## src/rtl/host_rd_pkg.sv

```systemverilog
package host_rd_pkg;
    localparam int ADDR_W_DEF = 9;
    localparam int BYTE_W_DEF = 8;
    localparam int WORD_W_DEF = 32;

    function automatic int lanes_of(input int word_w, input int byte_w);
        return word_w / byte_w;
    endfunction
endpackage

```

## src/rtl/host_rd_decode.sv

```systemverilog
module host_rd_decode #(
    parameter int ADDR_W = 9,
    parameter int LANE_W = 2,
    localparam int IDX_W = ADDR_W - 1 - LANE_W
) (
    input  logic [ADDR_W-1:0] addr,
    input  logic              cs,
    input  logic              rd,
    input  logic              auto_en,
    input  logic              seen_q,
    output logic [IDX_W-1:0]  idx,
    output logic [LANE_W-1:0] lane,
    output logic              access,
    output logic              copy_req
);
    logic want_copy;

    always_comb begin
        idx       = addr[ADDR_W-2:LANE_W];
        lane      = addr[LANE_W-1:0];
        access    = cs & rd;
        want_copy = addr[ADDR_W-1] | (auto_en & (lane == '0));
        copy_req  = access & want_copy & ~seen_q;
    end
endmodule

```

## src/rtl/host_rd_store.sv

```systemverilog
module host_rd_store #(
    parameter int WORD_W = 32
) (
    input  logic              clk,
    input  logic              rst_n,
    input  logic              access,
    input  logic              copy_req,
    input  logic [WORD_W-1:0] rdata,
    output logic [WORD_W-1:0] shadow_q,
    output logic              seen_q
);
    typedef struct packed {
        logic [WORD_W-1:0] shadow;
        logic              seen;
    } store_t;

    store_t st_d, st_q;

    always_comb begin
        st_d      = st_q;
        st_d.seen = access;
        if (copy_req) begin
            st_d.shadow = rdata;
        end
    end

    always_ff @(posedge clk or negedge rst_n) begin
        if (!rst_n) begin
            st_q <= '0;
        end else begin
            st_q <= st_d;
        end
    end

    assign shadow_q = st_q.shadow;
    assign seen_q   = st_q.seen;
endmodule

```

## src/rtl/host_rd_bytesel.sv

```systemverilog
module host_rd_bytesel #(
    parameter int WORD_W = 32,
    parameter int BYTE_W = 8,
    localparam int LANES  = WORD_W / BYTE_W,
    localparam int LANE_W = $clog2(LANES)
) (
    input  logic [WORD_W-1:0] shadow,
    input  logic [WORD_W-1:0] rdata,
    input  logic              copy_req,
    input  logic              access,
    input  logic [LANE_W-1:0] lane,
    output logic [BYTE_W-1:0] dout,
    output logic              doe
);
    logic [WORD_W-1:0] word;
    logic [BYTE_W-1:0] lane_bytes [LANES];

    assign word = copy_req ? rdata : shadow;

    for (genvar g = 0; g < LANES; g++) begin : g_lane
        assign lane_bytes[g] = word[g*BYTE_W +: BYTE_W];
    end

    always_comb begin
        doe  = access;
        dout = access ? lane_bytes[lane] : '0;
    end
endmodule

```

## src/rtl/host_rd_shadow.sv

```systemverilog
module host_rd_shadow
    import host_rd_pkg::*;
#(
    parameter int ADDR_W = ADDR_W_DEF,
    parameter int BYTE_W = BYTE_W_DEF,
    parameter int WORD_W = WORD_W_DEF,
    localparam int LANES  = lanes_of(WORD_W, BYTE_W),
    localparam int LANE_W = $clog2(LANES),
    localparam int IDX_W  = ADDR_W - 1 - LANE_W
) (
    input  logic              clk,
    input  logic              rst_n,
    input  logic [ADDR_W-1:0] cpu_addr,
    input  logic              cpu_cs,
    input  logic              cpu_rd,
    input  logic              auto_copy_en,
    output logic [BYTE_W-1:0] cpu_dout,
    output logic              cpu_doe,
    output logic [IDX_W-1:0]  reg_idx,
    output logic              reg_req,
    input  logic [WORD_W-1:0] reg_rdata
);
    logic [LANE_W-1:0] lane;
    logic              access;
    logic              copy_req;
    logic              seen_q;
    logic [WORD_W-1:0] shadow_q;

    host_rd_decode #(.ADDR_W(ADDR_W), .LANE_W(LANE_W)) u_dec (
        .addr     (cpu_addr),
        .cs       (cpu_cs),
        .rd       (cpu_rd),
        .auto_en  (auto_copy_en),
        .seen_q   (seen_q),
        .idx      (reg_idx),
        .lane     (lane),
        .access   (access),
        .copy_req (copy_req)
    );

    host_rd_store #(.WORD_W(WORD_W)) u_store (
        .clk      (clk),
        .rst_n    (rst_n),
        .access   (access),
        .copy_req (copy_req),
        .rdata    (reg_rdata),
        .shadow_q (shadow_q),
        .seen_q   (seen_q)
    );

    host_rd_bytesel #(.WORD_W(WORD_W), .BYTE_W(BYTE_W)) u_sel (
        .shadow   (shadow_q),
        .rdata    (reg_rdata),
        .copy_req (copy_req),
        .access   (access),
        .lane     (lane),
        .dout     (cpu_dout),
        .doe      (cpu_doe)
    );

    assign reg_req = copy_req;
endmodule

```

## config.mk

```make
export PLATFORM = sky130hd
export DESIGN_NAME = host_rd_shadow
export DESIGN_NICKNAME = d
export VERILOG_FILES = /design/src/rtl/host_rd_pkg.sv /design/src/rtl/host_rd_decode.sv /design/src/rtl/host_rd_store.sv /design/src/rtl/host_rd_bytesel.sv /design/src/rtl/host_rd_shadow.sv
export SDC_FILE = /design/constraint.sdc
export NUM_CORES = 1
export LEC_CHECK = 0
export ABC_CLOCK_PERIOD_IN_PS = 1600
export CAP_MARGIN = 40
export CORE_MARGIN = 2
export CORE_UTILIZATION = 30
export CTS_CLUSTER_DIAMETER = 40
export DETAILED_ROUTE_END_ITERATION = 7
export PLACE_DENSITY = 0.58
export RECOVER_POWER = 25
export SYNTH_ARGS = -nofsm -noshare
export SYNTH_HDL_FRONTEND = slang
export SYNTH_HIERARCHICAL = 1
export SYNTH_SLANG_ARGS = --single-unit
```

## constraint.sdc

```tcl
create_clock -name clk -period 1.6 [get_ports clk]
set_input_delay 0.32 -clock clk [delete_from_list [all_inputs] [get_ports clk]]
set_output_delay 0.32 -clock clk [all_outputs]
set_load 0.03 [all_outputs]
```

# Word level (Yosys, flattened, before mapping)
# Cells that the tools add are included.
# op_classes
add_sub_neg	0
multipliers	0
div	0
n_lt_le_gt_ge	1
eq_ne	0
shift	0
n_mux	5
bitwise	7
reduce_logical	1
# op_table
op	count
$mux W32	1
$mux W8	3
$bmux W8 S2	1
$and A1 B1 Y1	4
$ge A3 B3 Y1 const B	1
$not A2 Y3	1
$logic_not A2 Y1	1
$not A1 Y1	1
$or A1 B1 Y1	1
# totals
regBits	33
latchBits	0
ram_bits	0
romBits	0
input_bits	46
elab_cells	16
memories	0

# Logic depth before layout (Yosys ltp)
# logic_depth
depth_word	10
mapped_depth	6
depth_no_buf	4

# Modules after synthesis
# The synthesis kept the hierarchy.
# by_module_without_submodules
mod	instances	cells_each	area_per_inst_um2	seq_area_each_um2
host_rd_store	1	69	1370.1	825.8
host_rd_bytesel	1	39	560.5	0.0
host_rd_decode	1	12	92.6	0.0

# Least setup slack after synthesis
# OpenSTA, ideal clock, no wires.
# synth_path
path_type	input-to-output
from	in cpu_cs
to	out cpu_dout[0]
t_arrival_ps	1559
t_required_ps	1280
setup_slack_ps	-279
cell_stages	5
n_path_buf	1
cell_sequence	and2_1 > o211a_1 > buf_4 > mux2i_1 > nor2_1
# synth_via
elab_chain_cells	8
# synth_rtl
element	line_no	rtl
start: declaration	host_rd_shadow.sv:14	input logic cpu_cs,
$and A1 B1 Y1	host_rd_decode.sv:21	access = cs & rd;
$and A1 B1 Y1 (2 in series)	host_rd_decode.sv:23	copy_req = access & want_copy & ~seen_q;
via reg_req	host_rd_shadow.sv:20	output logic reg_req,
$mux W32	--	
$bmux W8 S2	host_rd_bytesel.sv:26	dout = access ? lane_bytes[lane] : '0;
$mux W8 (implied by the code) (2 in series)	host_rd_bytesel.sv:26	
$mux W8	host_rd_bytesel.sv:26	
end: declaration	host_rd_shadow.sv:17	output logic [BYTE_W-1:0] cpu_dout,
# The timed path passes the listed nets, and every way through them passes these cells. The select of a mux whose other input is x is not followed.

# Final worst setup path
# layout_path
from	reg u_store.st_q, in the netlist u_store/shadow_q[14]
to	out cpu_dout[6]
# layout_via
elab_chain_cells	5
# layout_rtl
element	line_no	rtl
start: declaration	host_rd_store.sv:17	store_t st_d, st_q;
start signal: assignment	host_rd_store.sv:31	st_q <= st_d;
$mux W32	--	
$bmux W8 S2	host_rd_bytesel.sv:26	
$mux W8 (implied by the code) (2 in series)	host_rd_bytesel.sv:26	
$mux W8	host_rd_bytesel.sv:26	
# No other way between the ends. The select of a mux whose other input is x is not followed.

==> results.md <==
* Drt drc at 0
* Congestion Overflow GR at 0
* Minimum clock period at 1842 ps
* Largest net degree at the start of global routing at 34
* WS Path Type: reg2out
* Crit start category: flop
* Final Max Tran Viols at 0
* Tcrit/Tclk final at 115.1%
* CTS tree: built
* Synthesized area per cell at 16.86 µm²
* Drt total wl at 4802 µm
* Max Cap Viol at 0
* IO buf count at 49
* Fraction of layout instances using a drive strength above 1 at 61.46%
* CTS sink count at 33
* Die H at 86.12 µm
* GRT Total Usage at 13.30%
* CTS Buf Count at 5
* Final Hold Vio Count at 0
* WP data arrival at 1520 ps
* Vias in the first global route at 1436
* Multi-input gate area at 1026 µm²
* Crit path max fanout at 2
* Synthesized cell area at 2023 µm²
* First-pass GRT wire length at 7403 µm
* # diodes at 0
* Final setup violation count at 8
* Status: complete, but fails checks
* CTS max path bufs at 2
* CTS root buf: clkbuf_8
* Pleak at 0.001338 µW
* Setup TNS at -1742 ps
* DRT iter0 DRCs at 20
* Setup slack after layout at -241.8 ps
* Core Util, Final at 45.51%
* Hold buffer count at cts at 0
* Drt first pass iters at 4
* Num rows at 29
* Critical Path RT at 1280 ps
* Seq/Total Area, Yosys at 40.82%
* Tightest Pin Transition at 820.2 ps
* Layout area overhead at 44.46%
* YS warnings at 6
* Hold Crit Class: in2reg
* Power Density at 912.0 nW/µm²
* Initial core utilization at 31.50%
* Width of the die at 86.12 µm
* Slew Limit Headroom at 45.32%
* Nets at 251
* Via count at 1306
* Synth cell types at 15
* Most common cell after layout, fill and taps aside: buf_4
* Initial antenna violation count at 0
* VDD IR max at 0.0004915 V
* Fmax at 543.0 MHz
* Die area at 7417 µm²
* Commonest cells after routing, fill and taps aside: buf_4 (42), dlygate4sd2_1 (35), dfrtp_1 (33), mux2_4 (30), mux4_2 (16)
* Post-route ant nets at 0
* Dpl hpwl at 3431 µm
* Net Count, Synth at 166
* Total number of H-tree levels at 2
* # IOs at 62
* Total power at 2666 µW
* Worst setup EP type: primary output
* RSZ-0062 raised after global routing: true
* Drt wl/cell at 17.03 µm
* Core area at 6422 µm²
* Cells after Synth at 120
* Reg clk slew, reported paths at 60 ps
* Via/cell ratio at 4.631
* Clock skew at 1.873 ps
* Area occupied by registers at 825.8 µm²
* WHS at 407.9 ps
* # fillers at 614
* Placer Congestion at 0.7561
* Failing checks: negative setup slack
* Flops & latches, synth at 33
* Worst skew pair latency at 280 ps
==> per-layer routing <==
metal / share of wire, % / routed length [µm] / global-route usage, %
met5: 0 / 0 / 0
met4: 1.1 / 52 / 3.030
met3: 5.1 / 247 / 3.850
met2: 53 / 2545 / 23.75
met1: 41 / 1956 / 15.76
==> path summary, 6_finish.rpt <==
| check | start | to | slack (ps) | cells after the start |
|---|---|---|---|---|
| setup / recovery | u_store/shadow_q[14] | cpu_dout[6] | -240 | 4 |
| hold / removal | reg_rdata[22] | u_store/shadow_q[22] | 410 | 2 |
| setup reg to reg | u_store/seen_q | u_store/shadow_q[31] | 160 | 6 |
| hold reg to reg | u_store/shadow_q[31] | u_store/shadow_q[31] | 510 | 1 |
| max in group asynchronous | rst_n | u_store/shadow_q[1] | 430 | 2 |
| min in group asynchronous | rst_n | u_store/shadow_q[21] | 660 | 2 |
==> through the flow <==
step,setup slack (ps),instance area [µm²],std cells
2_1_floorplan,-123.6,2061,120
3_3_place_gp,-698.2,2663,253
3_5_place_dp,-721.0,2663,253
4_1_cts,-279.9,2811,269
5_1_grt,-329.1,2923,282
6_report,-241.8,2923,282
==> worst max-delay path: stages, from the launching register on <==
cell	delay, ps
dfrtp_1	390
mux4_2	470
mux2i_2	180
nor2_2	60
buf_6	130
==> cell usage after synthesis (all sizes together) <==
master  count  share of area [%]
and2        1               0.31
buf        18                9.3
dfrtp      33                 41
mux2i       8                4.0
mux4       16                 19
nor3b       1               0.62
inv         2               0.37
nor2        8                1.5
o211a       1               0.49
mux2       32                 23
==> cell type report <==
type / count / area share, %
Clock buffer: 7 / 2.954
Inverter: 2 / 0.2568
Multi-Input combinational cell: 67 / 35.10
Sequential cell: 33 / 28.25
Tap cell: 77 / 3.296
Timing Repair Buffer: 96 / 30.14
==> registers in the layout, indices dropped and copies added, names as in the netlist <==
signal	cells
u_store/shadow_q	32
u_store/seen_q	1
==> report_power, final <==
group          total [µW]  leakage [µW]  switching [µW]  internal [µW]
Sequential           1120      0.000393             103           1020
Clock                 627     0.0000443             286            341
Combinational         919      0.000901             300            619
==> cell families after synthesis <==
| family | synth area share (%) |
|---|---|
| mux | 46.63 |
| flops | 40.82 |
| buf+inv | 9.648 |
| simple gates | 2.412 |
| compound gates | 0.4948 |
==> repair_timing <==
item,CTS,global route
setup buffers,8,13
cloned,1,0
gates resized for setup,68,6
setup endpoints to repair,41,9
pin swaps,6,3
Note: power is estimated with default switching activity, not from simulation.
